===== src/rtl/hs_pkg.sv =====
package hs_pkg;
    typedef enum logic [1:0] {
        M_IDLE  = 2'd0,
        M_SETUP = 2'd1,
        M_REQ   = 2'd2,
        M_DROP  = 2'd3
    } mst_state_t;

    typedef enum logic [1:0] {
        S_IDLE  = 2'd0,
        S_FETCH = 2'd1,
        S_ACK   = 2'd2
    } slv_state_t;
endpackage


===== src/rtl/hs_sync.sv =====
module hs_sync #(
    parameter int STAGES = 2
) (
    input  logic clk,
    input  logic rst_n,
    input  logic d,
    output logic q
);
    logic [STAGES-1:0] chain;

    always_ff @(posedge clk or negedge rst_n) begin
        if (!rst_n) chain <= '0;
        else        chain <= {chain[STAGES-2:0], d};
    end

    assign q = chain[STAGES-1];
endmodule


===== src/rtl/hs_master.sv =====
module hs_master
    import hs_pkg::*;
#(
    parameter int AW = 8,
    parameter int DW = 16
) (
    input  logic          clk,
    input  logic          rst_n,
    input  logic          start,
    input  logic [AW-1:0] addr_in,
    input  logic          ssyn_in,
    input  logic [DW-1:0] bus_data,
    output logic          msyn,
    output logic [AW-1:0] bus_addr,
    output logic [DW-1:0] rd_data,
    output logic          done
);
    mst_state_t state, nxt;
    logic          accept;
    logic          capture;
    logic [AW-1:0] addr_q;
    logic [DW-1:0] data_q;
    logic          done_q;

    assign accept  = (state == M_IDLE) && start && !ssyn_in;
    assign capture = (state == M_REQ) && ssyn_in;

    always_ff @(posedge clk or negedge rst_n) begin
        if (!rst_n) state <= M_IDLE;
        else        state <= nxt;
    end

    always_comb begin
        nxt = state;
        unique case (state)
            M_IDLE:  if (accept)   nxt = M_SETUP;
            M_SETUP:               nxt = M_REQ;
            M_REQ:   if (ssyn_in)  nxt = M_DROP;
            M_DROP:  if (!ssyn_in) nxt = M_IDLE;
        endcase
    end

    always_ff @(posedge clk or negedge rst_n) begin
        if (!rst_n) begin
            addr_q <= '0;
            data_q <= '0;
            done_q <= 1'b0;
        end else begin
            if (accept)  addr_q <= addr_in;
            if (capture) data_q <= bus_data;
            done_q <= capture;
        end
    end

    assign msyn     = (state == M_REQ);
    assign bus_addr = addr_q;
    assign rd_data  = data_q;
    assign done     = done_q;
endmodule


===== src/rtl/hs_slave.sv =====
module hs_slave
    import hs_pkg::*;
#(
    parameter int AW = 8,
    parameter int DW = 16
) (
    input  logic          clk,
    input  logic          rst_n,
    input  logic          msyn_in,
    input  logic [AW-1:0] bus_addr,
    input  logic          mem_valid,
    input  logic [DW-1:0] mem_rdata,
    output logic          mem_rd,
    output logic [AW-1:0] mem_addr,
    output logic          ssyn,
    output logic          data_oe,
    output logic [DW-1:0] bus_data
);
    slv_state_t state, nxt;
    logic [DW-1:0] word_q;

    always_ff @(posedge clk or negedge rst_n) begin
        if (!rst_n) state <= S_IDLE;
        else        state <= nxt;
    end

    always_comb begin
        nxt = state;
        unique case (state)
            S_IDLE:  if (msyn_in)   nxt = S_FETCH;
            S_FETCH: if (mem_valid) nxt = S_ACK;
            S_ACK:   if (!msyn_in)  nxt = S_IDLE;
            default:                nxt = S_IDLE;
        endcase
    end

    always_ff @(posedge clk or negedge rst_n) begin
        if (!rst_n)                              word_q <= '0;
        else if (state == S_FETCH && mem_valid)  word_q <= mem_rdata;
    end

    assign mem_rd   = (state == S_FETCH);
    assign mem_addr = bus_addr;
    assign ssyn     = (state == S_ACK);
    assign data_oe  = ssyn;
    assign bus_data = data_oe ? word_q : '0;
endmodule


===== src/rtl/async_read_link.sv =====
module async_read_link #(
    parameter int AW          = 8,
    parameter int DW          = 16,
    parameter int SYNC_STAGES = 2
) (
    input  logic          clk,
    input  logic          rst_n,
    input  logic          start,
    input  logic [AW-1:0] addr_in,
    output logic [DW-1:0] rd_data,
    output logic          done,
    output logic          mem_rd,
    output logic [AW-1:0] mem_addr,
    input  logic [DW-1:0] mem_rdata,
    input  logic          mem_valid,
    output logic          bus_msyn,
    output logic          bus_ssyn,
    output logic [AW-1:0] bus_addr,
    output logic [DW-1:0] bus_data,
    output logic          bus_data_oe
);
    logic msyn_seen;
    logic ssyn_seen;

    hs_sync #(.STAGES(SYNC_STAGES)) u_sync_req (
        .clk(clk), .rst_n(rst_n), .d(bus_msyn), .q(msyn_seen)
    );

    hs_sync #(.STAGES(SYNC_STAGES)) u_sync_ack (
        .clk(clk), .rst_n(rst_n), .d(bus_ssyn), .q(ssyn_seen)
    );

    hs_master #(.AW(AW), .DW(DW)) u_master (
        .clk(clk), .rst_n(rst_n),
        .start(start), .addr_in(addr_in),
        .ssyn_in(ssyn_seen), .bus_data(bus_data),
        .msyn(bus_msyn), .bus_addr(bus_addr),
        .rd_data(rd_data), .done(done)
    );

    hs_slave #(.AW(AW), .DW(DW)) u_slave (
        .clk(clk), .rst_n(rst_n),
        .msyn_in(msyn_seen), .bus_addr(bus_addr),
        .mem_valid(mem_valid), .mem_rdata(mem_rdata),
        .mem_rd(mem_rd), .mem_addr(mem_addr),
        .ssyn(bus_ssyn), .data_oe(bus_data_oe), .bus_data(bus_data)
    );
endmodule


===== config.mk =====
export PLATFORM = sky130hd
export DESIGN_NAME = async_read_link
export DESIGN_NICKNAME = d
export VERILOG_FILES = /design/src/rtl/hs_pkg.sv /design/src/rtl/hs_sync.sv /design/src/rtl/hs_master.sv /design/src/rtl/hs_slave.sv /design/src/rtl/async_read_link.sv
export SDC_FILE = /design/constraint.sdc
export NUM_CORES = 1
export LEC_CHECK = 0
export ABC_CLOCK_PERIOD_IN_PS = 1800
export BUFFER_PORTS_ARGS = -buffer_cell sky130_fd_sc_hd__buf_2
export CORE_MARGIN = 2
export CORE_UTILIZATION = 49
export DETAILED_ROUTE_END_ITERATION = 8
export GPL_TIMING_DRIVEN = 0
export PLACE_DENSITY_LB_ADDON = 0.05
export REMOVE_ABC_BUFFERS = 1
export SETUP_SLACK_MARGIN = 0.2
export SYNTH_ARGS = -nofsm -noshare
export SYNTH_HDL_FRONTEND = slang
export SYNTH_HIERARCHICAL = 1
export SYNTH_SLANG_ARGS = --single-unit
export TNS_END_PERCENT = 50

===== constraint.sdc =====
create_clock -name clk -period 1.8 [get_ports clk]
set_input_delay 0.18 -clock clk [delete_from_list [all_inputs] [get_ports clk]]
set_output_delay 0.18 -clock clk [all_outputs]
set_load 0.05 [all_outputs]

# Word level (Yosys, flattened, before mapping)
# Cells that the tools add are included.
# word_totals
in_bits	28
register_bits	49
# op_classes
muxes	9
eq_ne	11
n_reduce_logical	9
# ops
cell	count
two-way mux 16 bit	1
two-way mux 2 bit	6
one-hot mux 2 bit (4 select lines)	1
== test 2 bit (second input constant)	3
inequality test 2 x 1 -> 1 bit (second input constant)	3
inequality test 2 bit (second input constant)	3
one-hot mux 2 bit (3 select lines)	1
AND reduction 3 bit	2
== test 2 x 1 -> 1 bit (second input constant)	2
logical AND 1 bit	4
logical NOT 2 bit	2
logical NOT 1 bit	1

# Depth between registers and ports, before layout
# depth
ltp_word	5
depth_mapped	5
mapped_depth_nobuf	5

# By module
# Netlist, hierarchy kept.
# modules_own_cells
module	cells_per_inst	instances	area_per_inst_um2
hs_master	75	1	1197.4
hs_slave	68	1	902.1
hs_sync	2	2	50.0

# Least setup slack after synthesis
# No wires, ideal clock.
# synth_timing
kind	register to register
startpoint	register u_master.state[0]
endpoint	register u_master.data_q[1], in the netlist u_master/rd_data[1]
slack_ps	-40
path_stages_with_launch	6
required_ps	1675
t_arrival_ps	1715
period_less_slack_ps	1840
cell_sequence	dfrtp_1 > inv_1 > ha_1 > nand2_4 > buf_6 > mux2_4
# synth_via
elab_chain_len	2
# synth_lines
item	line_no	rtl
from (decl)	hs_master.sv:18	mst_state_t state, nxt;
from (signal assigned)	hs_master.sv:30	else state <= nxt;
== test 2 bit	n/a	
named net bus_msyn	async_read_link.sv:16	output logic bus_msyn,
logical AND 1 bit	hs_master.sv:26	assign capture = (state == M_REQ) && ssyn_in;
to (signal assigned)	hs_master.sv:50	if (capture) data_q <= bus_data;
to (decl)	hs_master.sv:22	logic [DW-1:0] data_q;
# The timed path passes the listed nets, and every way through them passes these cells.
# A chain may end at the register's enable or synchronous reset.

# Worst setup path after layout
# layout_timing
startpoint	register u_slave.state[0]
endpoint	output bus_data[1]
# layout_via
elab_chain_len	2
# layout_lines
item	line_no	rtl
from (decl)	hs_slave.sv:19	slv_state_t state, nxt;
from (signal assigned)	hs_slave.sv:24	else state <= nxt;
== test 2 bit	hs_slave.sv:44	assign ssyn = (state == S_ACK);
two-way mux 16 bit	hs_slave.sv:46	assign bus_data = data_oe ? word_q : '0;
to (decl)	async_read_link.sv:19	output logic [DW-1:0] bus_data,
# No other way between the ends.

==> impl_metrics.env <==
export IMPL_synth_edff_count=0
export IMPL_placed_area_um2=2560
export IMPL_grt_pass1_wl_mm=7.67
export IMPL_ys_ff_latch=49
export IMPL_min_period_ns=1.65
export IMPL_ios=81
export IMPL_setup_viol=0
export IMPL_synth_cell_area_um2=2200
export IMPL_drtPass1Iterations=4
export IMPL_drt_iter0_markers=61
export IMPL_synth_cell_types=30
export IMPL_ant_nets=0
export IMPL_wl_mm=4.66
export IMPL_place_congestion=0.763
export IMPL_worstPathArrival_ns=1.47
export IMPL_cts_sinks=49
export IMPL_cts_root_buffer="clkbuf_8"
export IMPL_fin_nets=264
export IMPL_critPathRequiredTime_ns=1.62
export IMPL_cts_tree="built"
export IMPL_worst_setup_path_end_kind="primary output"
export IMPL_viasPerCell=5.08
export IMPL_ys_flop_type="dfrtp_1"
export IMPL_synth_most_common_cell="dfrtp_1"
export IMPL_min_path_type="primary input to async pin"
export IMPL_path_clk_slew_ns=0.08
export IMPL_route_vias_total=1449
export IMPL_synth_common_cells="49 x dfrtp_1, 21 x mux2_2, 18 x mux2_4, 16 x and2_1, 9 x buf_4"
export IMPL_drcViolationCount=0
export IMPL_yosysWarnings=6
export IMPL_layout_drive_gt1_share=0.695
export IMPL_die_area_um2=5040
export IMPL_gr_total_overflow=0
export IMPL_maxSlewViolCount=0
export IMPL_grt_start_max_net_pins=50
export IMPL_synth_top_area_cell="dfrtp_1"
export IMPL_startpoint_type="register"
export IMPL_antenna_found_initial=0
export IMPL_tightestPinTransition_ns=1.07
export IMPL_cts_made_buffers=5
export IMPL_grt_pass1_vias=1551
export IMPL_wl_per_cell_um=16.3
export IMPL_final_area_um2=2970
export IMPL_synth_top_area_frac=0.557
export IMPL_cts_max_path_buffers=2
export IMPL_critical_path_class="register to primary output"
export IMPL_die_y_um=71
export IMPL_crit_fanout=5
export IMPL_num_rows=24
export IMPL_grt_use_total=0.199
export IMPL_cpPeakStageDelay_ns=0.44
export IMPL_async_flop_share=1.00
export IMPL_rsz0062_at_grt="true"
export IMPL_ys_seq_area_frac=0.557
export IMPL_slowest_stage="dfrtp_2"
export IMPL_ys_top_cells_by_area="dfrtp_1 56%, mux2_4 12%, mux2_2 11%"
export IMPL_avgSynthCellArea_um2=15.0
export IMPL_clk_latency_ns=0.29
export IMPL_hpwl_mm=2.98
export IMPL_status="finished clean"
export IMPL_path_cells="buf_12 > and2b_4 > and2_4 > buf_8"
export IMPL_clock_fmax_mhz=607
export IMPL_htree_levels=2
export IMPL_io_buffers=80
export IMPL_slew_headroom=0.287
export IMPL_syn_to_final_growth_pct=35.0
export IMPL_start_util=0.505
export IMPL_die_w_um=71
export IMPL_core_area_um2=4350
export IMPL_max_cap_viol_count=0
export IMPL_finalHoldViolations=0
export IMPL_finalCritPeriodShare=0.916
export IMPL_antenna_cells=0
export IMPL_syn_inst=147
export IMPL_finClkSkew_ns=0.00676
per-stage QoR:
| stage | TNS [ns] | utilization | hold WS [ns] | cells | worst slack [ns] |
|---|---|---|---|---|---|
| floorplan | -12.44 | - | -0.116 | 134 | -0.452 |
| global placement | 0 | 0.588 | 0.333 | 266 | 0.116 |
| detailed placement | 0 | 0.588 | 0.335 | 266 | 0.0476 |
| CTS | 0 | 0.678 | 0.0943 | 284 | 0.128 |
| global route | 0 | 0.682 | 0.0937 | 285 | 0.0976 |
| finish | 0 | 0.682 | 0.0759 | 285 | 0.152 |
critical path: cells and delay by family, from the launching register on:
| family | cells | cell delay [ns] |
|---|---|---|
| simple gates | 2 | 0.46 |
| flops | 1 | 0.44 |
| buf+inv | 2 | 0.27 |
sequential cells by signal, summed over array words and instances (netlist names):
register / flops
u_slave/word_q: 16
u_master/rd_data: 16
u_sync_req/chain: 2
u_master/state: 2
u_master/done: 1
u_slave/state: 2
u_master/bus_addr: 8
u_sync_ack/chain: 2
timing repair:
item,4_1_cts,5_1_grt
hold buffers,0,0
setup endpoints to repair,35,36
resized for setup,71,2
pin swaps,9,1
setup buffers,8,1
cloned,2,0
final timing paths:
path,startpoint,end,slack [ns],depth (start not counted)
max in group asynchronous,rst_n,u_slave/state[1],1.01,1
min in group clk,addr_in[0],u_master/bus_addr[0],0.10,2
min,rst_n,u_master/state[0],0.08,1
max reg2reg,u_master/state[1],u_master/state[1],0.23,5
min reg2reg,u_sync_ack/chain[0],u_sync_ack/chain[1],0.35,0
max,u_slave/state[0],bus_data[1],0.15,4
cell type report:
cell class	count	area (um^2)
fill	341	1380
sequential	49	1230
multi-input combinational	84	923
timing repair buffer	89	641
clock buffer	7	96.3
tap	52	65.1
inverter	3	11.3
clock inverter	1	5.00
cells in the final DEF, fill, tap and decap left out, types with 2 or more instances in the layout:
cell type	n
ha_1	3
inv_1	3
and2b_4	2
dfrtp_2	2
dfrtp_1	47
mux2_2	21
a211oi_1	2
buf_8	11
buf_4	8
and2_1	2
buf_6	8
clkbuf_8	7
buf_2	61
a21oi_1	2
and2_4	14
mux2_4	18
layer usage:
metal,routed length [um],share of wire,global-route usage
met1,1900,0.41,0.249
met2,2500,0.54,0.344
met3,207,0.044,0.0499
met4,50,0.011,0.0566
met5,0,0,0
kinds of logic (layout without fill, tap and decap cells):
family / count (synthesis) / count (layout) / share of synthesized area
flip-flops: 49 / 49 / 0.557
adder cells (fa/ha/maj): 4 / 4 / 0.0228
buffers and inverters: 16 / 100 / 0.0535
multiplexers: 41 / 41 / 0.240
AND/OR/NAND/NOR: 28 / 30 / 0.0922
AO/OA/AOI/OAI: 9 / 9 / 0.0341
Power is not shown: default switching activity piles up to over one toggle a cycle in this logic, so the estimate is an artifact.
